<file path="config.mk">
export PLATFORM = sky130hd
export DESIGN_NAME = issue_queue_wakeup
export DESIGN_NICKNAME = d
export VERILOG_FILES = /design/src/rtl/iq_pkg.sv /design/src/rtl/iq_scoreboard.sv /design/src/rtl/iq_pick.sv /design/src/rtl/iq_slot.sv /design/src/rtl/issue_queue_wakeup.sv
export SDC_FILE = /design/constraint.sdc
export NUM_CORES = 1
export LEC_CHECK = 0
export BUFFER_PORTS_ARGS = -buffer_cell sky130_fd_sc_hd__clkbuf_2
export CORE_UTILIZATION = 55
export CTS_CLUSTER_SIZE = 14
export DETAILED_ROUTE_END_ITERATION = 12
export GPL_TIMING_DRIVEN = 0
export PLACE_DENSITY = 0.75
export SYNTH_ARGS = -nofsm -noshare
export SYNTH_HDL_FRONTEND = slang
export SYNTH_SLANG_ARGS = --single-unit
</file>
<file path="constraint.sdc">
create_clock -name clk -period 4.8 [get_ports clk]
set_input_delay 0.96 -clock clk [delete_from_list [all_inputs] [get_ports clk]]
set_output_delay 0.96 -clock clk [all_outputs]
set_load 0.03 [all_outputs]
</file>
<file path="src/rtl/iq_pkg.sv">
`timescale 1ns/1ps
package iq_pkg;
    typedef enum logic [1:0] {
        SLOT_EMPTY = 2'd0,
        SLOT_WAIT  = 2'd1,
        SLOT_READY = 2'd2
    } slot_state_e;

    localparam logic [1:0] CLS_INT = 2'd0;
    localparam logic [1:0] CLS_FP  = 2'd1;
endpackage

</file>
<file path="src/rtl/iq_scoreboard.sv">
`timescale 1ns/1ps
module iq_scoreboard #(
    parameter int NPREG = 32,
    parameter int TAGW  = $clog2(NPREG) + 1
) (
    input  logic             clk,
    input  logic             rst_n,
    input  logic             set_v,
    input  logic [TAGW-1:0]  set_tag,
    input  logic             clr_v,
    input  logic [TAGW-1:0]  clr_tag,
    output logic [NPREG-1:0] sb_o
);
    logic [NPREG-1:0] bits_q;

    always_ff @(posedge clk) begin
        if (!rst_n) begin
            bits_q <= '0;
        end else begin
            for (int i = 0; i < NPREG; i++) begin
                if (clr_v && clr_tag == TAGW'(i)) begin
                    bits_q[i] <= 1'b0;
                end else if (set_v && set_tag == TAGW'(i)) begin
                    bits_q[i] <= 1'b1;
                end
            end
        end
    end

    assign sb_o = bits_q;
endmodule

</file>
<file path="src/rtl/iq_pick.sv">
`timescale 1ns/1ps
module iq_pick #(
    parameter int DEPTH = 8,
    parameter int IDXW  = $clog2(DEPTH)
) (
    input  logic [DEPTH-1:0] busy_i,
    output logic [IDXW-1:0]  idx_o
);
    always_comb begin
        idx_o = '0;
        for (int i = DEPTH - 1; i >= 0; i--) begin
            if (!busy_i[i]) begin
                idx_o = IDXW'(i);
            end
        end
    end
endmodule

</file>
<file path="src/rtl/iq_slot.sv">
`timescale 1ns/1ps
module iq_slot
    import iq_pkg::*;
#(
    parameter int SEQW = 8,
    parameter int TAGW = 6
) (
    input  logic            clk,
    input  logic            rst_n,
    input  logic            alloc_i,
    input  logic [SEQW-1:0] a_seq,
    input  logic [1:0]      a_cls,
    input  logic [TAGW-1:0] a_src0,
    input  logic            a_rdy0,
    input  logic [TAGW-1:0] a_src1,
    input  logic            a_rdy1,
    input  logic            wake_i,
    input  logic [TAGW-1:0] wake_tag,
    input  logic            kill_req,
    input  logic [SEQW-1:0] kill_seq,
    input  logic            issue_i,
    output logic            busy_o,
    output logic            ready_o,
    output logic [1:0]      cls_o,
    output logic [SEQW-1:0] seq_o,
    output logic            killed_o
);
    slot_state_e     st_q, st_d;
    logic [SEQW-1:0] seq_q;
    logic [1:0]      cls_q;
    logic [TAGW-1:0] src0_q, src1_q;
    logic            r0_q, r1_q;
    logic            m0, m1, both_next, kill, take;

    always_comb begin
        m0        = wake_i && (wake_tag == src0_q);
        m1        = wake_i && (wake_tag == src1_q);
        both_next = (r0_q || m0) && (r1_q || m1);
        take      = issue_i && (st_q == SLOT_READY);
        kill      = kill_req && (st_q != SLOT_EMPTY) && (seq_q > kill_seq) && !take;
        st_d      = st_q;
        unique case (st_q)
            SLOT_EMPTY: if (alloc_i) st_d = (a_rdy0 && a_rdy1) ? SLOT_READY : SLOT_WAIT;
            SLOT_WAIT:  if (kill) st_d = SLOT_EMPTY;
                        else if (both_next) st_d = SLOT_READY;
            SLOT_READY: if (take || kill) st_d = SLOT_EMPTY;
            default:    st_d = SLOT_EMPTY;
        endcase
    end

    always_ff @(posedge clk) begin
        if (!rst_n) begin
            st_q   <= SLOT_EMPTY;
            seq_q  <= '0;
            cls_q  <= '0;
            src0_q <= '0;
            src1_q <= '0;
            r0_q   <= 1'b0;
            r1_q   <= 1'b0;
        end else begin
            st_q <= st_d;
            if (st_q == SLOT_EMPTY && alloc_i) begin
                seq_q  <= a_seq;
                cls_q  <= a_cls;
                src0_q <= a_src0;
                src1_q <= a_src1;
                r0_q   <= a_rdy0;
                r1_q   <= a_rdy1;
            end else begin
                r0_q <= r0_q || m0;
                r1_q <= r1_q || m1;
            end
        end
    end

    always_comb begin
        busy_o   = (st_q != SLOT_EMPTY);
        ready_o  = (st_q == SLOT_READY);
        cls_o    = cls_q;
        seq_o    = seq_q;
        killed_o = kill;
    end
endmodule

</file>
<file path="src/rtl/issue_queue_wakeup.sv">
`timescale 1ns/1ps
module issue_queue_wakeup
    import iq_pkg::*;
#(
    parameter int DEPTH = 8,
    parameter int NPREG = 32,
    parameter int SEQW  = 8,
    localparam int IDXW = $clog2(DEPTH),
    localparam int TAGW = $clog2(NPREG) + 1,
    localparam int CNTW = $clog2(DEPTH + 1)
) (
    input  logic             clk,
    input  logic             rst_n,
    input  logic             ins_valid,
    input  logic             ins_bypass,
    input  logic [SEQW-1:0]  ins_seq,
    input  logic [1:0]       ins_cls,
    input  logic [TAGW-1:0]  ins_src0,
    input  logic             ins_src0_rdy,
    input  logic [TAGW-1:0]  ins_src1,
    input  logic             ins_src1_rdy,
    input  logic [TAGW-1:0]  ins_dst,
    input  logic             done_valid,
    input  logic [TAGW-1:0]  done_tag,
    input  logic             squash_valid,
    input  logic [SEQW-1:0]  squash_seq,
    input  logic             issue_valid,
    input  logic [IDXW-1:0]  issue_idx,
    output logic [DEPTH-1:0] slot_busy,
    output logic [DEPTH-1:0] req_int,
    output logic [DEPTH-1:0] req_fp,
    output logic [DEPTH-1:0] req_ctl,
    output logic [CNTW-1:0]  free_count,
    output logic             full,
    output logic             ins_err
);
    logic [NPREG-1:0]            sb_vec;
    logic [DEPTH-1:0]            ready_vec, kill_vec;
    logic [DEPTH-1:0][1:0]       cls_vec;
    logic [DEPTH-1:0][SEQW-1:0]  seq_vec;
    logic [IDXW-1:0]             pick_idx;
    logic [CNTW-1:0]             free_q, nkill;
    logic                        wake_ok, ins_ok, ins_claim, issue_hit, err_q;
    logic                        rdy0_now, rdy1_now;

    function automatic logic src_now(input logic [TAGW-1:0] tag, input logic flag,
                                     input logic [NPREG-1:0] sb, input logic wk,
                                     input logic [TAGW-1:0] wtag);
        if (flag) return 1'b1;
        if (tag >= TAGW'(NPREG)) return 1'b0;
        return sb[tag[TAGW-2:0]] || (wk && wtag == tag);
    endfunction

    always_comb begin
        full      = (free_q == '0);
        wake_ok   = done_valid && (done_tag < TAGW'(NPREG));
        ins_ok    = ins_valid && !ins_bypass && !full;
        ins_claim = ins_ok || (ins_valid && ins_bypass);
        issue_hit = issue_valid && ready_vec[issue_idx];
        rdy0_now  = src_now(ins_src0, ins_src0_rdy, sb_vec, wake_ok, done_tag);
        rdy1_now  = src_now(ins_src1, ins_src1_rdy, sb_vec, wake_ok, done_tag);
        nkill     = '0;
        for (int i = 0; i < DEPTH; i++) nkill = nkill + CNTW'(kill_vec[i]);
    end

    iq_scoreboard #(.NPREG(NPREG), .TAGW(TAGW)) u_sb (
        .clk(clk), .rst_n(rst_n),
        .set_v(wake_ok), .set_tag(done_tag),
        .clr_v(ins_claim), .clr_tag(ins_dst),
        .sb_o(sb_vec)
    );

    iq_pick #(.DEPTH(DEPTH), .IDXW(IDXW)) u_pick (
        .busy_i(slot_busy), .idx_o(pick_idx)
    );

    for (genvar g = 0; g < DEPTH; g++) begin : g_slot
        iq_slot #(.SEQW(SEQW), .TAGW(TAGW)) u_slot (
            .clk(clk), .rst_n(rst_n),
            .alloc_i(ins_ok && pick_idx == IDXW'(g)),
            .a_seq(ins_seq), .a_cls(ins_cls),
            .a_src0(ins_src0), .a_rdy0(rdy0_now),
            .a_src1(ins_src1), .a_rdy1(rdy1_now),
            .wake_i(wake_ok), .wake_tag(done_tag),
            .kill_req(squash_valid), .kill_seq(squash_seq),
            .issue_i(issue_valid && issue_idx == IDXW'(g)),
            .busy_o(slot_busy[g]), .ready_o(ready_vec[g]),
            .cls_o(cls_vec[g]), .seq_o(seq_vec[g]), .killed_o(kill_vec[g])
        );
        assign req_int[g] = ready_vec[g] && cls_vec[g] == CLS_INT;
        assign req_fp[g]  = ready_vec[g] && cls_vec[g] == CLS_FP;
        assign req_ctl[g] = ready_vec[g] && cls_vec[g][1];
    end

    always_ff @(posedge clk) begin
        if (!rst_n) begin
            free_q <= CNTW'(DEPTH);
            err_q  <= 1'b0;
        end else begin
            free_q <= free_q + CNTW'(issue_hit) + nkill - CNTW'(ins_ok);
            err_q  <= ins_valid && !ins_bypass && full;
        end
    end

    assign free_count = free_q;
    assign ins_err    = err_q;
endmodule

</file>
==> results of run 1 <==
[sequential cells by signal, indices dropped and copies added, names as in the netlist]
| name | count |
|---|---|
| u_sb.sb_o | 32 |
| g_slot.u_slot.r1_q | 8 |
| g_slot.u_slot.src0_q | 48 |
| ins_err | 1 |
| g_slot.u_slot.st_q | 16 |
| g_slot.u_slot.seq_o | 64 |
| g_slot.u_slot.cls_o | 16 |
| g_slot.u_slot.src1_q | 48 |
| g_slot.u_slot.r0_q | 8 |
| free_count | 4 |
[final timing paths]
check / slack (ns) / startpoint / depth (start not counted) / end
worst max-delay path: -0.15 / squash_seq[1] / 18 / free_count[1]
worst min-delay path: 0.46 / g_slot[2].u_slot.seq_o[0] / 2 / g_slot[2].u_slot.seq_o[0]
worst max register to register: 0.22 / g_slot[1].u_slot.seq_o[7] / 16 / free_count[1]
worst min register to register: 0.46 / g_slot[2].u_slot.seq_o[0] / 2 / g_slot[2].u_slot.seq_o[0]
[per-layer routing]
layer	track usage, %	vias up	share of wire [%]
met5	0	-	0
met4	16.0	0	4.4
met3	4.56	126	9.6
met2	55.9	718	45
met1	46.4	5910	41
li1	-	5738	-
[through the flow]
step,setup slack (ns),utilization [%],TNS (ns)
2_1_floorplan,-0.259,-,-0.700
3_3_place_gp,-1.06,59.1,-3.67
3_5_place_dp,-1.12,59.1,-3.91
4_1_cts,-0.228,63.9,-0.564
5_1_grt,-0.244,64.5,-0.609
6_report,-0.150,64.5,-0.330
[synth_stat cells, types with 3 or more instances]
cell type | count | area, µm²
sky130_fd_sc_hd__and3_1 | 4 | 25.0
sky130_fd_sc_hd__inv_1 | 51 | 191
sky130_fd_sc_hd__nand2b_1 | 12 | 75.1
sky130_fd_sc_hd__or3_1 | 4 | 25.0
sky130_fd_sc_hd__o32ai_1 | 12 | 105
sky130_fd_sc_hd__a211oi_1 | 14 | 105
sky130_fd_sc_hd__buf_4 | 8 | 60.1
sky130_fd_sc_hd__a21oi_1 | 178 | 891
sky130_fd_sc_hd__a31oi_1 | 12 | 75.1
sky130_fd_sc_hd__xor2_1 | 88 | 771
sky130_fd_sc_hd__nand3_1 | 47 | 235
sky130_fd_sc_hd__a22oi_1 | 6 | 45.0
sky130_fd_sc_hd__xnor2_1 | 7 | 61.3
sky130_fd_sc_hd__nand4_1 | 6 | 37.5
sky130_fd_sc_hd__mux2i_1 | 47 | 470
sky130_fd_sc_hd__nor2_1 | 113 | 424
sky130_fd_sc_hd__o221a_2 | 32 | 360
sky130_fd_sc_hd__o21ai_0 | 40 | 200
sky130_fd_sc_hd__and4_1 | 5 | 43.8
sky130_fd_sc_hd__o311a_1 | 3 | 30.0
sky130_fd_sc_hd__buf_1 | 9 | 33.8
sky130_fd_sc_hd__mux4_2 | 10 | 225
sky130_fd_sc_hd__nor2b_1 | 26 | 163
sky130_fd_sc_hd__a221oi_1 | 3 | 26.3
sky130_fd_sc_hd__mux4_1 | 4 | 105
sky130_fd_sc_hd__nor3b_1 | 9 | 67.6
sky130_fd_sc_hd__nor3_1 | 39 | 195
sky130_fd_sc_hd__and2_1 | 8 | 50.1
sky130_fd_sc_hd__buf_2 | 5 | 25.0
sky130_fd_sc_hd__dfxtp_1 | 245 | 4900
sky130_fd_sc_hd__o21a_1 | 15 | 113
sky130_fd_sc_hd__fa_1 | 6 | 120
sky130_fd_sc_hd__o2111ai_1 | 4 | 35.0
sky130_fd_sc_hd__a21o_1 | 12 | 90.1
sky130_fd_sc_hd__ha_1 | 74 | 926
sky130_fd_sc_hd__nor4_1 | 18 | 113
sky130_fd_sc_hd__clkbuf_1 | 100 | 375
sky130_fd_sc_hd__nand2_1 | 284 | 1070
sky130_fd_sc_hd__mux2_2 | 3 | 33.8
[final cells by class]
type	instances	area (µm²)
Fill cell	2046	8310
Multi-Input combinational cell	1164	7680
Sequential cell	245	4900
Clock buffer	37	763
Timing Repair Buffer	93	547
Buffer	124	517
Tap cell	319	399
Inverter	51	218
Clock inverter	8	68.8
[power by group through the flow]
stage          registers, mW  clock network, mW  logic (mW)
6_report                2.11               2.00       0.729
5_1_grt                 2.11               2.08       0.787
4_1_cts                 2.11               1.99       0.700
3_5_place_dp            2.15                  0       0.670
3_3_place_gp            2.15                  0       0.651
2_1_floorplan           2.17                  0       0.437
[worst max-delay path: stages]
cell	delay (ns)
sky130_fd_sc_hd__buf_6	0.07
sky130_fd_sc_hd__clkinvlp_4	0.19
sky130_fd_sc_hd__ha_4	0.33
sky130_fd_sc_hd__nor2b_4	0.12
sky130_fd_sc_hd__o21a_1	0.11
sky130_fd_sc_hd__o21a_1	0.15
sky130_fd_sc_hd__o21ai_2	0.06
sky130_fd_sc_hd__a221oi_2	0.34
sky130_fd_sc_hd__o21ai_1	0.15
sky130_fd_sc_hd__fa_1	0.57
sky130_fd_sc_hd__fa_1	0.45
sky130_fd_sc_hd__fa_1	0.53
sky130_fd_sc_hd__inv_2	0.05
sky130_fd_sc_hd__fa_2	0.55
sky130_fd_sc_hd__ha_4	0.14
sky130_fd_sc_hd__inv_2	0.04
sky130_fd_sc_hd__fa_2	0.52
sky130_fd_sc_hd__nor2_2	0.04
[repair_timing]
item,CTS,global route
hold buffers,0,0
pin swaps,8,12
resized for setup,26,14
setup buffers,19,6
hold endpoints to repair,0,0
setup endpoints to repair,4,3
[logic make-up after synthesis]
group                      after synthesis
and+or+nand+nor                        580
AOI/OAI and AO/OA                      345
DFF                                    245
buffers and inverters                  175
xor gates and xnor gates                95
adders and majority gates               80
muxes                                   64
==> results.cfg, run 1 <==
[run_status]
run_status = finished, violations left
violations = negative setup slack

[floorplanning]
die_height_um = 156
num_rows = 56
io_pins = 92
die_width_um = 156
coreArea_um2 = 23400
effective_utilization_at_floorplan_pct = 55.9
dieArea_um2 = 24400

[placement]
place_hpwl_mm = 29.5
placement.io_buffers = 68
gp_routability_congestion = 0.970
place_area_um2 = 13800
dp.cells = 1971

[flow_run]
max_cap_viol_count = 0

[finish]
stdcell_count = 2041
layout_commonest_cell = sky130_fd_sc_hd__nand2_1
post_route_cells_drive_above_1_share_pct = 13.4
area_delta_synth_final_pct = 15.5
finalInstanceArea_um2 = 15100
antenna_cells_inserted = 0
nets = 1840
layout_common_cells = 284 x sky130_fd_sc_hd__nand2_1, 245 x sky130_fd_sc_hd__dfxtp_1, 176 x sky130_fd_sc_hd__a21oi_1

[detailed_routing]
drt_first_iter_violations = 1542
drtAntennaViolNets = 0
drt_drc_violations_left = 0
drt_pre_antenna_iters = 7
vias = 12500
wl_mm = 42.5
detail_route.vias_per_cell = 6.12
wl_per_cell_um = 20.8

[global_route]
pin_count_of_the_biggest_net_entering_global_routing = 14
grt.overflow.total = 0
grt_antenna_before_repair = 0
groute.usage.overall_pct = 34.8
grt_first_pass_wirelength_mm = 64.4
via_count_of_the_first_global_routing_pass = 11600

[timing]
worstMarginPinSlew_ns = 1.04
final.period_utilization_pct = 103
fmax_mhz = 202
rsz0062_at_grt = true
setup_violations = 3
post_route_worst_hold_slack_ns = 0.459
slew_viol_final = 0
worst_case_setup_margin_in_the_final_layout_ns = -0.150
slew-limit-headroom_pct = 30.5
worst_clock_skew_ns = 0.0119
min_cycle_time_layout_ns = 4.95
final-hold-violation-count = 0

[clock_tree]
clkTransAtPathRegs_ns = 0.06
clock-root-buffer = sky130_fd_sc_hd__clkbuf_16
clock_latency_ns = 0.54
clockBufferDepth = 3
htree_num_levels = 1
tritoncts = yes
tritoncts_num_sinks = 245
tritoncts.num_buffers = 27

[setup_path]
worst-setup-path-type = input port to register
critPathLaunchType = input port
critPathMaxFanout = 6
worst_setup_path_end_kind = register
worst-endpoint-arrival_ns = 5.36
timing.critical_path.required_ns = 5.21

[synthesis]
ys_ff_latch = 245
most_frequently_used_flop_master_after_synthesis = sky130_fd_sc_hd__dfxtp_1
synth_xor_xnor_area_share_pct = 6.36
ys_seq_area_share_pct = 37.5
synth_adder_area_share_pct = 8.00
yosys.area_share.simple_pct = 19.6
synth.area.mux_share_pct = 6.38
synth.net_count = 1718
main_combinational_cell_family_by_area_after_synthesis = simple AND/OR/NAND/NOR gates
postSynth.asyncResetShare_pct = 0
synth_warnings = 0
synth.lib_cells_used.distinct = 55
synth-edff-count = 0
syn_avg_cell_area_um2 = 8.25
syn_area_um2 = 13100
synth_instances = 1584
compound_gate_fraction_of_synth_area_pct = 16.7

[hold_path]
hold_path_class = register to register

[power]
clock_group_share_of_total_power_pct = 41.4
combinationalPowerShare_pct = 15.1
power_switching_share_pct = 28.3
power_spent_charging_and_discharging_nets_mw = 1.37
leakagePower_nw = 6.13
total_power_mw = 4.84
power.density_nw_per_um2 = 320
internal_power_mw = 3.47
worst_ir_drop_vdd_mv = 0.219
pwr-share-seq_pct = 43.6
Power figures use the tool's default switching activity.
==> run 2: changes to the inputs <==
Settings changed: ABC_AREA set to 1, PLACE_DENSITY 0.75 to 0.74, SKIP_CTS_REPAIR_TIMING set to 1.
==> run 2 against run 1 <==
Effect of this change:
- the run still ends with negative setup slack left
- flip-flop and latch count is the same
- die area grew 2.0%
- fmax shrank 0.78%
- highest routed layer unchanged
- synthesized cell count grew 21%
- wire length grew 13%
- synthesized area grew 2.0%
==> results.cfg, run 2 <==
[run_status]
run_status = finished, violations left
violations = negative setup slack

[hold_path]
hold_path_class = register to register
hold_start = g_slot[6].u_slot.seq_o[0]
holdPathEnd = g_slot[6].u_slot.seq_o[0]
timing.hold.worst_path_depth = 2

[detailed_routing]
wl_mm = 47.9
drtAntennaViolNets = 0
vias = 14400
drt_pre_antenna_iters = 6
detail_route.vias_per_cell = 6.02
drt_drc_violations_left = 0
wl_per_cell_um = 20.0
drt_first_iter_violations = 1728

[global_route]
groute.usage.overall_pct = 37.1
pin_count_of_the_biggest_net_entering_global_routing = 14
grt.overflow.total = 0
via_count_of_the_first_global_routing_pass = 13000
grt_first_pass_wirelength_mm = 70.4
grt_antenna_before_repair = 0

[setup_path]
worst-endpoint-arrival_ns = 5.40
worst_setup_path_end_kind = register
timing.critical_path.mode_cell = sky130_fd_sc_hd__fa_1
r2r_setup_slack_ns = 0.29
critPathMaxFanout = 3
timing.critical_path.required_ns = 5.21
cp_top_family = adder cells
cp_slowest_stage_delay_ns = 0.60
r2r-start = g_slot[5].u_slot.seq_o[1]
cp_num_buf_inv = 5
cpMaxStageDelayCell = sky130_fd_sc_hd__fa_1
critPathLaunchType = input port
reg2reg_depth = 17
crit_path_cell_trace = clkbuf_2 -> clkinvlp_4 -> buf_4 -> ha_1 -> nand2_1 -> o211ai_1 -> o311ai_4 -> fa_1 -> fa_1 -> fa_1 -> inv_2 -> fa_2 -> ha_4 -> inv_4 -> fa_2 -> nor2_1
worstReg2RegEnd = free_count[1]
worst-setup-path-type = input port to register

[finish]
num-fill-cells = 2066
layout_common_cells = 245 x sky130_fd_sc_hd__dfxtp_1, 235 x sky130_fd_sc_hd__inv_1, 232 x sky130_fd_sc_hd__nand2_1
largest_register_ffs = 64
area_delta_synth_final_pct = 18.6
finalInstanceArea_um2 = 15800
antenna_cells_inserted = 0
post_route_cells_drive_above_1_share_pct = 14.1
nets = 2191
layout_commonest_cell = sky130_fd_sc_hd__dfxtp_1

[timing]
slew-limit-headroom_pct = 38.4
min_cycle_time_layout_ns = 4.99
setup_violations = 3
post_route_worst_hold_slack_ns = 0.462
final-hold-violation-count = 0
slew_viol_final = 0
rsz0062_at_grt = true
fmax_mhz = 200
worst_clock_skew_ns = 0.0223
worst_case_setup_margin_in_the_final_layout_ns = -0.189
final.period_utilization_pct = 104
worstMarginPinSlew_ns = 0.914

[synthesis]
synth-edff-count = 0
postSynth.asyncResetShare_pct = 0
synth.lib_cells_used.distinct = 42
synth_warnings = 0
synth.area.top_cells = sky130_fd_sc_hd__dfxtp_1 37%, sky130_fd_sc_hd__a21oi_1 7.6%, sky130_fd_sc_hd__o21ai_0 7.1%
yosysMostFrequentCell = sky130_fd_sc_hd__inv_1
ys_ff_latch = 245
synth_top_cell_by_area = sky130_fd_sc_hd__dfxtp_1
ys_seq_area_share_pct = 36.8
netlist.area_leader.share_pct = 36.8
syn_avg_cell_area_um2 = 6.98
most_frequently_used_flop_master_after_synthesis = sky130_fd_sc_hd__dfxtp_1
syn_area_um2 = 13300
synth.net_count = 2045
synthTopCellsByCount = 246 x sky130_fd_sc_hd__inv_1, 245 x sky130_fd_sc_hd__dfxtp_1, 234 x sky130_fd_sc_hd__nand2_1, 205 x sky130_fd_sc_hd__nor2_1, 202 x sky130_fd_sc_hd__a21oi_1
synth_instances = 1911

[placement]
place_hpwl_mm = 33.6
gp_routability_congestion = 1.04
placement.io_buffers = 76
place_worst_setup_slack_ns = -0.766
place_area_um2 = 14100

[floorplanning]
io_pins = 92
effective_utilization_at_floorplan_pct = 56.5
coreArea_um2 = 23600
num_rows = 56
die_width_um = 158
dieArea_um2 = 24900
die_height_um = 158

[flow_run]
max_cap_viol_count = 0

[power]
total_power_mw = 5.68
worst_ir_drop_vdd_mv = 0.273
leakagePower_nw = 6.76
power.density_nw_per_um2 = 359

[clock_tree]
clock-root-buffer = sky130_fd_sc_hd__clkbuf_16
tritoncts.num_buffers = 28
clockBufferDepth = 3
clkTransAtPathRegs_ns = 0.06
tritoncts_num_sinks = 245
htree_num_levels = 1
tritoncts = yes
clock_latency_ns = 0.56
==> run 2: cell types whose count changed in the layout (fill, tap and decap cells not counted), moves of 47 or more <==
cell                       change
sky130_fd_sc_hd__mux2i_1      -47
sky130_fd_sc_hd__xor2_1       -84
sky130_fd_sc_hd__nand2_1      -52
sky130_fd_sc_hd__o22ai_1      +50
sky130_fd_sc_hd__nor3_1       +74
sky130_fd_sc_hd__o21ai_0     +153
sky130_fd_sc_hd__clkbuf_1     -53
sky130_fd_sc_hd__inv_1       +193
sky130_fd_sc_hd__nand3_1      +48
sky130_fd_sc_hd__nor2_1       +90
==> run 2: per-stage QoR <==
| stage | util (%) | setup TNS, ns | cells |
|---|---|---|---|
| after CTS | 64.0 | -0.536 | 2355 |
| final | 67.0 | -0.419 | 2395 |
| after floorplan | - | -0.178 | 1911 |
| after global routing | 67.0 | -0.566 | 2395 |
| after detailed placement | 59.9 | -2.49 | 2306 |
| after global placement | 59.9 | -2.41 | 2306 |
==> run 2: routing by layer <==
metal / global-route usage (%) / up-vias / routed length (µm)
met3: 4.54 / 194 / 4360
met1: 47.0 / 6642 / 19100
li1: - / 6700 / -
met4: 22.4 / 0 / 2980
met2: 60.3 / 891 / 21500
met5: 0 / - / 0
==> run 2: logic make-up after synthesis <==
family	Yosys count	synth area share, %
xor gates and xnor gates	9	0.591
buffers and inverters	378	11.5
AOI/OAI and AO/OA	529	21.8
DFF	245	36.8
adders and majority gates	80	7.84
and+or+nand+nor	670	21.5
==> run 2: worst max path at each step <==
stage	endpoint	slack [ns]	cells after the start	start
after floorplan	free_count[2]	-0.08	20	squash_seq[6]
after global placement	free_count[2]	-0.74	17	squash_seq[2]
after detailed placement	free_count[2]	-0.77	17	squash_seq[2]
after CTS	free_count[2]	-0.22	18	squash_seq[7]
after global routing	free_count[1]	-0.24	16	squash_seq[6]
final	free_count[1]	-0.19	16	squash_seq[6]
==> run 2: final cells by class <==
class / count / area (µm²) / area share, %
timing repair buffer: 116 / 744 / 4.71
multi-input combinational: 1288 / 7220 / 45.6
buffer: 117 / 553 / 3.50
clock inverter: 9 / 151 / 0.957
sequential: 245 / 4900 / 31.0
inverter: 261 / 1010 / 6.38
tap: 319 / 399 / 2.52
clock buffer: 40 / 837 / 5.29
==> run 2: worst min-delay path, delay by kind of cell (launching register included) <==
kind	cells	cell delay (ns)
buf+inv	1	0.06
flops	1	0.30
compound gates	1	0.06
==> run 2: power breakdown <==
group,leakage (nW),internal [mW],total [mW],switching [mW]
Combinational,4.30,0.387,1.16,0.774
Sequential,1.98,2.15,2.21,0.0659
Clock,0.491,1.42,2.31,0.891
Total,6.76,3.95,5.68,1.73
==> run 3: changes to the inputs <==
Settings changed: CORE_UTILIZATION 55 to 61, PLACE_DENSITY 0.74 to 0.79, REMOVE_ABC_BUFFERS set to 1.
Clock period 4.8 ns to 5.4 ns, I/O delays scaled along.
==> run 3 against run 2 <==
Effect of this change:
- the run now ends clean
- wire length is 19% lower
- first-iteration DRC count is 25% lower
- clock power is 21% lower
- register-to-register slack better by 0.59 ns
- highest routed layer unchanged
==> results.cfg, run 3 (same netlist as run 2, synthesis figures left out) <==
[run_status]
run_status = complete, no violations

[hold_path]
timing.hold.worst_path_depth = 2
hold_path_class = register to register
holdPathEnd = g_slot[0].u_slot.seq_o[0]
hold_start = g_slot[0].u_slot.seq_o[0]

[clock_tree]
tritoncts = yes
htree_num_levels = 1
clock_latency_ns = 0.55
clock-root-buffer = sky130_fd_sc_hd__clkbuf_16
tritoncts_num_sinks = 245
clkTransAtPathRegs_ns = 0.06
tritoncts.num_buffers = 27
clockBufferDepth = 3

[setup_path]
reg2reg_depth = 17
critPathLaunchType = input port
crit_path_cell_trace = clkbuf_2 -> inv_1 -> ha_1 -> nand2_1 -> inv_1 -> nand3_1 -> nor2_1 -> nor3_1 -> nand2_1 -> nor2_1 -> inv_1 -> fa_1 -> fa_1 -> fa_1 -> inv_1 -> fa_1 -> ha_1 -> nand2_1 -> o21ai_0 -> xnor2_1 -> or2_2
r2r-start = g_slot[3].u_slot.seq_o[3]
timing.critical_path.required_ns = 5.82
worst-endpoint-arrival_ns = 5.48
worst-setup-path-type = input port to register
r2r_setup_slack_ns = 0.88
cpMaxStageDelayCell = sky130_fd_sc_hd__fa_1
cp_slowest_stage_delay_ns = 0.55
critPathMaxFanout = 8
worst_setup_path_end_kind = register
worstReg2RegEnd = free_count[3]

[power]
leakagePower_nw = 6.32
total_power_mw = 4.69
power_spent_charging_and_discharging_nets_mw = 1.42
power.density_nw_per_um2 = 322
worst_ir_drop_vdd_mv = 0.253
pwr-share-seq_pct = 41.8
internal_power_mw = 3.27
power_switching_share_pct = 30.3
clock_group_share_of_total_power_pct = 38.8
combinationalPowerShare_pct = 19.4

[finish]
area_delta_synth_final_pct = 9.32
num-fill-cells = 1867
nets = 2054
finalInstanceArea_um2 = 14600
layout_common_cells = 245 x sky130_fd_sc_hd__inv_1, 245 x sky130_fd_sc_hd__dfxtp_1, 233 x sky130_fd_sc_hd__nand2_1
post_route_cells_drive_above_1_share_pct = 8.55
antenna_cells_inserted = 0
largest_register_ffs = 64

[timing]
fmax_mhz = 197
final.period_utilization_pct = 93.8
slew-limit-headroom_pct = 17.2
setup_violations = 0
worst_clock_skew_ns = 0.0222
final-hold-violation-count = 0
min_cycle_time_layout_ns = 5.07
setup-tns-final_ns = 0
worstMarginPinSlew_ns = 1.24
slew_viol_final = 0
rsz0062_at_grt = false

[global_route]
grt_first_pass_wirelength_mm = 61.5
grt_antenna_before_repair = 0
groute.usage.overall_pct = 34.6
grt.overflow.total = 0
pin_count_of_the_biggest_net_entering_global_routing = 102
via_count_of_the_first_global_routing_pass = 12200

[placement]
gp_routability_congestion = 0.930
place_area_um2 = 13700
place_hpwl_mm = 25.5
placement.io_buffers = 91

[flow_run]
max_cap_viol_count = 0

[detailed_routing]
drt_drc_violations_left = 0
wl_mm = 38.7
wl_per_cell_um = 17.5
vias = 13300
detail_route.vias_per_cell = 5.99
drtAntennaViolNets = 0
drt_pre_antenna_iters = 6
drt_first_iter_violations = 1301

[floorplanning]
die_height_um = 150
die_width_um = 150
num_rows = 53
coreArea_um2 = 21200
effective_utilization_at_floorplan_pct = 62.9
dieArea_um2 = 22500
io_pins = 92
-- run 3: cell types whose count changed in the layout (fill, tap and decap cells not counted), sizes merged --
cell	before	now
clkinv	9	7
clkinvlp	7	1
bufinv	4	1
clkbuf	165	136
inv	250	257
buf	108	6
-- run 3: worst max-delay path, delay by kind of cell --
family / cells / cell delay (ns)
AOI/OAI and AO/OA: 1 / 0.21
xor gates and xnor gates: 1 / 0.10
and+or+nand+nor: 8 / 0.98
adders and majority gates: 6 / 2.57
buffers and inverters: 5 / 0.52
-- run 3: final cells by class --
| class | count | area [µm²] | area share [%] |
|---|---|---|---|
| clock buffers | 45 | 813 | 5.58 |
| clock inverters | 5 | 57.6 | 0.395 |
| inverters | 261 | 986 | 6.76 |
| multi-input cells | 1288 | 6920 | 47.5 |
| flip-flops and latches | 245 | 4900 | 33.6 |
| well taps | 275 | 344 | 2.36 |
| repair buffers | 97 | 556 | 3.81 |
-- run 3: layer usage --
layer	vias to the layer above	global-route usage (%)	share of wire (%)
li1	6415	-	-
met1	6101	44.0	41
met2	628	56.8	45
met3	127	4.76	9.1
met4	0	18.4	5.1
met5	-	0	0
-- run 3: worst max-delay path by stage --
stage	startpoint	to	slack (ns)	depth (start not counted)
2_1_floorplan	squash_seq[7]	free_count[2]	0.36	20
3_3_place_gp	squash_seq[3]	free_count[3]	-0.31	19
3_5_place_dp	squash_seq[3]	free_count[3]	-0.38	19
4_1_cts	squash_seq[3]	free_count[3]	0.18	19
5_1_grt	squash_seq[7]	free_count[3]	0.05	21
6_report	squash_seq[7]	free_count[3]	0.33	21
-- run 3: power by group through the flow --
| stage | Clock, mW | Combinational [mW] | Sequential (mW) |
|---|---|---|---|
| detailed placement | 0 | 0.887 | 2.00 |
| finish | 1.82 | 0.909 | 1.96 |
| global placement | 0 | 0.841 | 2.00 |
| global route | 1.91 | 1.01 | 1.97 |
| floorplan | 0 | 0.572 | 2.01 |
| CTS | 1.83 | 0.893 | 1.96 |
-- run 3: metrics by stage --
| stage | setup slack, ns | hold slack, ns | cells | utilization [%] |
|---|---|---|---|---|
| after floorplan | 0.360 | 0.433 | 1794 | - |
| after CTS | 0.178 | 0.459 | 2213 | 68.5 |
| after global placement | -0.314 | 0.449 | 2160 | 64.0 |
| after detailed placement | -0.377 | 0.450 | 2163 | 64.4 |
| final | 0.334 | 0.460 | 2216 | 68.7 |
| after global routing | 0.0485 | 0.480 | 2216 | 68.7 |
